<file path="src/rtl/flagc_pkg.sv">
package flagc_pkg;
    localparam int FLAG_W    = 8;
    localparam int USER_BITS = 2;
    localparam int BIT_C     = 7;
    localparam int BIT_Z     = 6;
    localparam int BIT_S     = 5;
    localparam int BIT_V     = 4;
    localparam logic [FLAG_W-1:0] USER_MASK = FLAG_W'((1 << USER_BITS) - 1);

    typedef enum logic [1:0] {
        CCMD_NONE = 2'b00,
        CCMD_SET  = 2'b01,
        CCMD_CLR  = 2'b10,
        CCMD_CPL  = 2'b11
    } carry_cmd_e;

    typedef enum logic [1:0] {
        UPD_HOLD  = 2'b00,
        UPD_BYTE  = 2'b01,
        UPD_CARRY = 2'b10,
        UPD_ALU   = 2'b11
    } upd_src_e;
endpackage

</file>
<file path="src/rtl/flagc_arb.sv">
module flagc_arb #(
    parameter int ADDR_W = 8,
    parameter logic [ADDR_W-1:0] FLAG_ADDR = 8'hFC
) (
    input  logic                reg_wr_en,
    input  logic [ADDR_W-1:0]   reg_wr_addr,
    input  logic [1:0]          carry_cmd,
    input  logic                alu_upd_en,
    output flagc_pkg::upd_src_e src
);
    import flagc_pkg::*;

    logic hit;
    assign hit = reg_wr_en && (reg_wr_addr == FLAG_ADDR);

    // Fixed priority: byte write, then carry command, then ALU
    always_comb begin
        if (hit)
            src = UPD_BYTE;
        else if (carry_cmd != CCMD_NONE)
            src = UPD_CARRY;
        else if (alu_upd_en)
            src = UPD_ALU;
        else
            src = UPD_HOLD;
    end
endmodule

</file>
<file path="src/rtl/flagc_reg.sv">
module flagc_reg
    import flagc_pkg::*;
(
    input  logic              clk,
    input  logic              rst,
    input  upd_src_e          src,
    input  logic [FLAG_W-1:0] wr_data,
    input  logic [1:0]        carry_cmd,
    input  logic [FLAG_W-1:0] alu_mask,
    input  logic [FLAG_W-1:0] alu_flags,
    output logic [FLAG_W-1:0] flags_q
);
    logic [FLAG_W-1:0] flags_d;
    logic [FLAG_W-1:0] eff_mask;

    assign eff_mask = alu_mask & ~USER_MASK;

    always_ff @(posedge clk) begin
        if (rst)
            flags_q <= '0;
        else
            flags_q <= flags_d;
    end

    always_comb begin
        flags_d = flags_q;
        unique case (src)
            UPD_HOLD:  flags_d = flags_q;
            UPD_BYTE:  flags_d = wr_data;
            UPD_CARRY: begin
                unique case (carry_cmd)
                    CCMD_SET:  flags_d[BIT_C] = 1'b1;
                    CCMD_CLR:  flags_d[BIT_C] = 1'b0;
                    CCMD_CPL:  flags_d[BIT_C] = ~flags_q[BIT_C];
                    default:   flags_d[BIT_C] = flags_q[BIT_C];
                endcase
            end
            UPD_ALU:   flags_d = (flags_q & ~eff_mask) | (alu_flags & eff_mask);
            default:   flags_d = flags_q;
        endcase
    end

    p_byte_load_r2: assert property (@(posedge clk) disable iff (rst)
        (src == UPD_BYTE) |=> (flags_q == $past(wr_data)));

    p_hold_stable_r2: assert property (@(posedge clk) disable iff (rst)
        (src == UPD_HOLD) |=> $stable(flags_q));

    p_carry_only_r4: assert property (@(posedge clk) disable iff (rst)
        (src == UPD_CARRY) |=> (flags_q[BIT_C-1:0] == $past(flags_q[BIT_C-1:0])));

    p_carry_set_r4: assert property (@(posedge clk) disable iff (rst)
        (src == UPD_CARRY && carry_cmd == CCMD_SET) |=> flags_q[BIT_C]);

    p_carry_cpl_r4: assert property (@(posedge clk) disable iff (rst)
        (src == UPD_CARRY && carry_cmd == CCMD_CPL) |=> (flags_q[BIT_C] != $past(flags_q[BIT_C])));

    p_alu_masked_r5: assert property (@(posedge clk) disable iff (rst)
        (src == UPD_ALU) |=> (((flags_q ^ $past(flags_q)) & ~$past(alu_mask)) == '0));

    p_user_hold_r6: assert property (@(posedge clk) disable iff (rst)
        (src != UPD_BYTE) |=> $stable(flags_q[USER_BITS-1:0]));
endmodule

</file>
<file path="src/rtl/flagc_cond.sv">
module flagc_cond
    import flagc_pkg::*;
(
    input  logic [FLAG_W-1:0] flags,
    input  logic [3:0]        code,
    output logic              cond_true
);
    logic c_f, z_f, s_f, v_f, lt_f, base;

    assign c_f  = flags[BIT_C];
    assign z_f  = flags[BIT_Z];
    assign s_f  = flags[BIT_S];
    assign v_f  = flags[BIT_V];
    assign lt_f = s_f ^ v_f;

    // Low three bits choose the test, top bit inverts it
    always_comb begin
        unique case (code[2:0])
            3'b000:  base = 1'b0;
            3'b001:  base = lt_f;
            3'b010:  base = z_f | lt_f;
            3'b011:  base = c_f | z_f;
            3'b100:  base = v_f;
            3'b101:  base = s_f;
            3'b110:  base = z_f;
            default: base = c_f;
        endcase
    end

    assign cond_true = base ^ code[3];

    always_comb begin
        if (code == 4'b0000)
            p_never_false_r8: assert (!cond_true);
        if (code == 4'b1000)
            p_always_true_r8: assert (cond_true);
    end
endmodule

</file>
<file path="src/rtl/flagc_unit.sv">
module flagc_unit #(
    parameter int ADDR_W = 8,
    parameter logic [ADDR_W-1:0] FLAG_ADDR = 8'hFC
) (
    input  logic              clk,
    input  logic              rst,
    input  logic              reg_wr_en,
    input  logic [ADDR_W-1:0] reg_wr_addr,
    input  logic [7:0]        reg_wr_data,
    input  logic              alu_upd_en,
    input  logic [7:0]        alu_mask,
    input  logic [7:0]        alu_flags,
    input  logic [1:0]        carry_cmd,
    input  logic [3:0]        cond_code,
    output logic [7:0]        flags_q,
    output logic              cond_true
);
    import flagc_pkg::*;

    upd_src_e src;

    flagc_arb #(.ADDR_W(ADDR_W), .FLAG_ADDR(FLAG_ADDR)) u_arb (
        .reg_wr_en  (reg_wr_en),
        .reg_wr_addr(reg_wr_addr),
        .carry_cmd  (carry_cmd),
        .alu_upd_en (alu_upd_en),
        .src        (src)
    );

    flagc_reg u_reg (
        .clk      (clk),
        .rst      (rst),
        .src      (src),
        .wr_data  (reg_wr_data),
        .carry_cmd(carry_cmd),
        .alu_mask (alu_mask),
        .alu_flags(alu_flags),
        .flags_q  (flags_q)
    );

    flagc_cond u_cond (
        .flags    (flags_q),
        .code     (cond_code),
        .cond_true(cond_true)
    );
endmodule

</file>
<file path="config.mk">
export PLATFORM = sky130hd
export DESIGN_NAME = flagc_unit
export DESIGN_NICKNAME = d
export VERILOG_FILES = /design/src/rtl/flagc_pkg.sv /design/src/rtl/flagc_arb.sv /design/src/rtl/flagc_reg.sv /design/src/rtl/flagc_cond.sv /design/src/rtl/flagc_unit.sv
export SDC_FILE = /design/constraint.sdc
export NUM_CORES = 1
export LEC_CHECK = 0
export BUFFER_PORTS_ARGS = -buffer_cell sky130_fd_sc_hd__buf_2
export CORE_MARGIN = 4
export CORE_UTILIZATION = 31
export DETAILED_ROUTE_END_ITERATION = 16
export HOLD_SLACK_MARGIN = 0.15
export PLACE_DENSITY = 0.74
export SLEW_MARGIN = 0
export SYNTH_ARGS = -nofsm -noshare
export SYNTH_HDL_FRONTEND = slang
export SYNTH_SLANG_ARGS = --single-unit
</file>
<file path="constraint.sdc">
create_clock -name clk -period 1.3 [get_ports clk]
set_input_delay 0.065 -clock clk [delete_from_list [all_inputs] [get_ports clk]]
set_output_delay 0.065 -clock clk [all_outputs]
set_load 0.005 [all_outputs]
</file>
* Yosys cells after proc, flatten, opt, wreduce, memory -nomap -nowiden
Cells that the tools add are included.
** Operators by class
- Reductions and logical operators :: 6
- Bitwise gates (word level) :: 10
- Multiplexer cells :: 7
- Equal/unequal tests :: 14
** Operators by type and width (number)
- $and A8 B8 Y8 :: 2
- $pmux W7 S2 :: 1
- $eq A3 B3 Y1 const B :: 3
- $eq A2 B2 Y1 const B :: 4
- $eq A8 B8 Y1 const B :: 1
- $not A8 Y8 :: 1
- $or A8 B8 Y8 :: 1
- $pmux W1 S7 :: 1
- $eq A3 B2 Y1 const B :: 2
- $mux W2 :: 3
- $pmux W1 S3 :: 2
- $eq A2 B1 Y1 const B :: 2
- $ne A4 B4 Y1 const B :: 1
- $reduce_bool A2 Y1 :: 2
- $eq A3 B1 Y1 const B :: 1
- $logic_not A3 Y1 :: 1
- $logic_not A2 Y1 :: 1
- $not A1 Y1 :: 2
- $or A1 B1 Y1 :: 2
- $reduce_and A2 Y1 :: 1
- $xor A1 B1 Y1 :: 2
- $logic_and A1 B1 Y1 :: 1
** Word-level totals
- Flip-flop bits (word level) :: 8
- Output and inout bits :: 9
- Input port bits :: 42

* Depth between registers and ports, before layout
- Depth after elaboration :: 6
- Gate-level depth with buffers :: 6
- Mapped depth without buffers :: 4

* Cells and area by module
A second synthesis with hierarchy kept.
** Unflattened totals
- Cell total of the unflattened synthesis :: 69
- Area total of the unflattened synthesis :: 608.1 µm²
** By module, submodules not included
- flagc_reg :: cells each 50, times used 1, area an instance 475.5 µm²
- flagc_cond :: cells each 12, times used 1, area an instance 82.6 µm²
- flagc_arb :: cells each 7, times used 1, area an instance 50.0 µm²

* Least setup slack after synthesis
Ideal clock, no wire load.
- Path type :: input port to flip-flop
- Start :: input reg_wr_en
- End :: register u_reg.flags_q[0]
- Cell stages on the path :: 6
- Setup slack :: 124 ps
- Library setup time :: 131 ps
- Arrival time :: 1045 ps
- Buffers on the path :: 2
- Required time :: 1169 ps
- Cells stage by stage :: nand4_1 or4_1 buf_2 buf_6 mux2i_1 nor2_1
** Between the ends
- Longest elaborated chain between the ends :: 4
** Ends and longest elaborated chain
- start: declaration :: line flagc_unit.sv:7 : input logic reg_wr_en,
- $logic_and A1 B1 Y1 * :: line flagc_arb.sv:14 : assign hit = reg_wr_en && (reg_wr_addr == FLAG_ADDR);
- $mux W2 * :: line flagc_arb.sv:18 : if (hit)
- $eq A2 B2 Y1 or $eq A2 B1 Y1 (tied branches) :: line flagc_reg.sv:27 : unique case (src)
- $pmux W7 S2 or $reduce_bool A2 Y1 (tied branches)
- end signal: assignment :: line flagc_reg.sv:22 : flags_q <= flags_d;
- end: declaration :: line flagc_reg.sv:11 : output logic [FLAG_W-1:0] flags_q
Mark *: on every way between the ends. The rest lies on a longest branch, timed or not.
A chain may end at the register's enable or synchronous reset.

==> impl_results.md <==
- Worst Hold Class: input pin to flop
- Die Ht: slightly below 50 um
- GR Util All Layers: 0.158
- Initial antenna violation count: 0
- Global-route wire length before repair: around 3.0 mm
- Drt wl/cell: 13.0 um
- TritonCTS clock tree: yes
- Worst setup SP type: flop
- Layout Cells excl Fill: between 100 and 150
- Gpl congestion: around 0.67
- Asr flop ratio synth: 0
- Setup CP Type: flop to output port
- Post-DP HPWL: 1.21 mm
- Hold Path Origin: alu_flags[3]
- Most frequent cells in the layout: buf_2 (45), dlygate4sd3_1 (18), nand2_1 (11)
- Commonest non-fill, non-tap cell in the layout: buf_2
- Number of fill cells: roughly 130
- ANT nets after route: 0
- Post-Syn Nets: 104
- CTS Buffer Depth: 2
- Port Buffers: 46
- Layout cells sized above 1: 0.481
- Site Rows: 14
- Vias in the first global route: slightly above 700
- R2R depth: 3
- Least-Margin Pin Slew: between 300 and 400 ps
- CTS sink cnt: 8
- Worst Path Buf+Inv: 1
- Initial DRC Count: 8
- Post-Route Skew: 0 ps
- Critical path arrival: 1240 ps
- Worst R2R Setup Slack: roughly 350 ps
- GRT overflow: 0
- Final min period: between 1000 and 1500 ps
- Status: finished, violations left
- Crit-path max cell delay: roughly 350 ps
- Core footprint: about 1500 um^2
- Synth area leader: dfxtp_1
- Num CTS Buffers: 3
- Reg-to-reg endpoint: u_reg.flags_q[7]$_SDFFE_PP0P_
- Hold Path Stages: 3
- Fin crit share: 1.00
- Sw Ratio: 0.244
- Synthesized area per cell: slightly above 8 um^2
- Via/cell ratio: 4.97
- Synth unique cells: 23
- Clock-pin slew on the worst setup and hold paths: ~50 ps
- Layout area overhead: 92.6%
- Max VDD drop: approximately 0.00041 V
- Combinational power share: 0.267
- CP max FO: 4
- Int Power: around 0.46 mW
- Fin nets: 173
- Largest net degree at the start of global routing: 15
- Worst-skew pair later-pin latency: between 200 and 300 ps
- Slowest CP cell: dfxtp_2
- Post-route DRC: 0
- Clock share of power: 0.312
- Unrepaired setup endpoints after global routing: true
- Chip Width: approximately 48 um
- Cell family with most CP delay: compound AO/OA/AOI/OAI gates
- Yosys warning total: 0
- Top Ports: 51
- Hold slack: 191 ps
- Final setup viols: 1
- Slew Limit Fails: 0
- Setup_tns: -1.85 ps
- Max_cap viols: 0
- First-pass iteration count of the detailed router: 4
- CP Data Required Time: 1240 ps
- Mapped cell area: ~510 um^2
- Share of Yosys cell area claimed by the top area cell type: 0.315
- Post-route setup slack: -1.85 ps
- P_leak: approximately 0.48 nW
- Hold violation count in the final report: 0
- Top cells by area, synth: dfxtp_1 (32%), a311oi_2 (12%), nand2_1 (8.1%)
- Die area: about 2400 um^2
- Rel. slew slack: 0.785
- Critical path cell sequence: a21o_1 > o21ai_0 > a32oi_1 > xor2_1 > buf_2
- Root buf cell: clkbuf_4
- EDFF count, synth: 0
- Crit end category: output port
- Sequential cell fraction of total power: 0.421
- Synth Register Bits: 8
- Fmax: 768 MHz
- Via Count: 720
- Power Density: just over 600 nW/um^2
- Seq/Total Area, Yosys: 0.315
- Placed Cells: between 100 and 150
- Syn Inst Count: 62
- R2R Path Start: u_reg.flags_q[7]$_SDFFE_PP0P_
- Net switching power: 0.149 mW
- Antenna cell count: 0
- H-tree lvl count: 1
- Failing checks: setup timing
- Prevailing post-synth register cell: dfxtp_1
- Starting Density: 0.333
- WL final: 1.89 mm
## repair_timing
item / 4_1_cts / 5_1_grt
endpoints found under the setup margin: 1 / 6
pin swaps: 3 / 2
endpoints found under the hold margin: 8 / 0
gates cloned: 0 / 0
setup buffers: 2 / 0
resized for setup: 2 / 2
hold buffers: 18 / 0
## through the flow
step                      area (um^2)  power (mW)  setup WS [ps]  utilization
after floorplan                   508       0.301            124            -
after global placement            753       0.372           93.8        0.494
after detailed placement          753       0.377           76.1        0.494
after CTS                         973       0.612          -29.3        0.639
after global routing              978       0.639          -92.0        0.642
final                             978       0.609          -1.85        0.642
## power groups by stage
stage,registers [mW],logic (mW),clock network (mW)
after floorplan,0.262,0.0389,0
after global placement,0.262,0.110,0
after detailed placement,0.262,0.115,0
after CTS,0.257,0.158,0.197
after global routing,0.257,0.180,0.202
final,0.257,0.163,0.190
## cells by family (layout without fill, tap and decap cells)
group / count (synthesis) / after routing / synth area share
and+or+nand+nor: 30 / 30 / 0.278
buffers and inverters: 6 / 73 / 0.0616
AOI/OAI and AO/OA: 13 / 13 / 0.246
xor gates and xnor gates: 1 / 1 / 0.0172
DFF: 8 / 8 / 0.315
muxes: 4 / 4 / 0.0813
## how the worst max path moves through the flow
stage                                          to  cells past startpoint  slack [ps]
floorplan           u_reg.flags_q[0]$_SDFFE_PP0P_                      6         120
global placement    u_reg.flags_q[0]$_SDFFE_PP0P_                      6          90
detailed placement  u_reg.flags_q[1]$_SDFFE_PP0P_                      6          80
CTS                                     cond_true                      5         -30
global route                            cond_true                      5         -90
finish                                  cond_true                      5          -2
## cell type report
class                   count  area [um^2]  area share
repair buffers             67          435       0.445
multi-input cells          48          327       0.334
flip-flops and latches      8          163       0.166
clock buffers               3         22.5      0.0230
well taps                  16         20.0      0.0205
inverters                   3         11.3      0.0115
## cell usage after synthesis, types with 3 or more instances
cell type  instances
a311oi_2           4
dfxtp_1            8
o21ai_0            4
inv_1              3
nor2_1             7
nand2_1           11
nand3_1            7
mux2i_1            3
## worst reg2reg max path: stages (launching register included)
cell and delay [ps]:
dfxtp_1 330, mux2_2 270, o2111ai_1 150, o21ai_0 90
## metal layers
metal / vias up / routed length, um / GRT usage
met1: 324 / 695 / 0.167
met2: 31 / 1010 / 0.291
met4: 0 / 11 / 0.0673
met5: - / 0 / 0
met3: 2 / 165 / 0.0368
li1: 363 / - / -
Power figures use the tool's default switching activity.
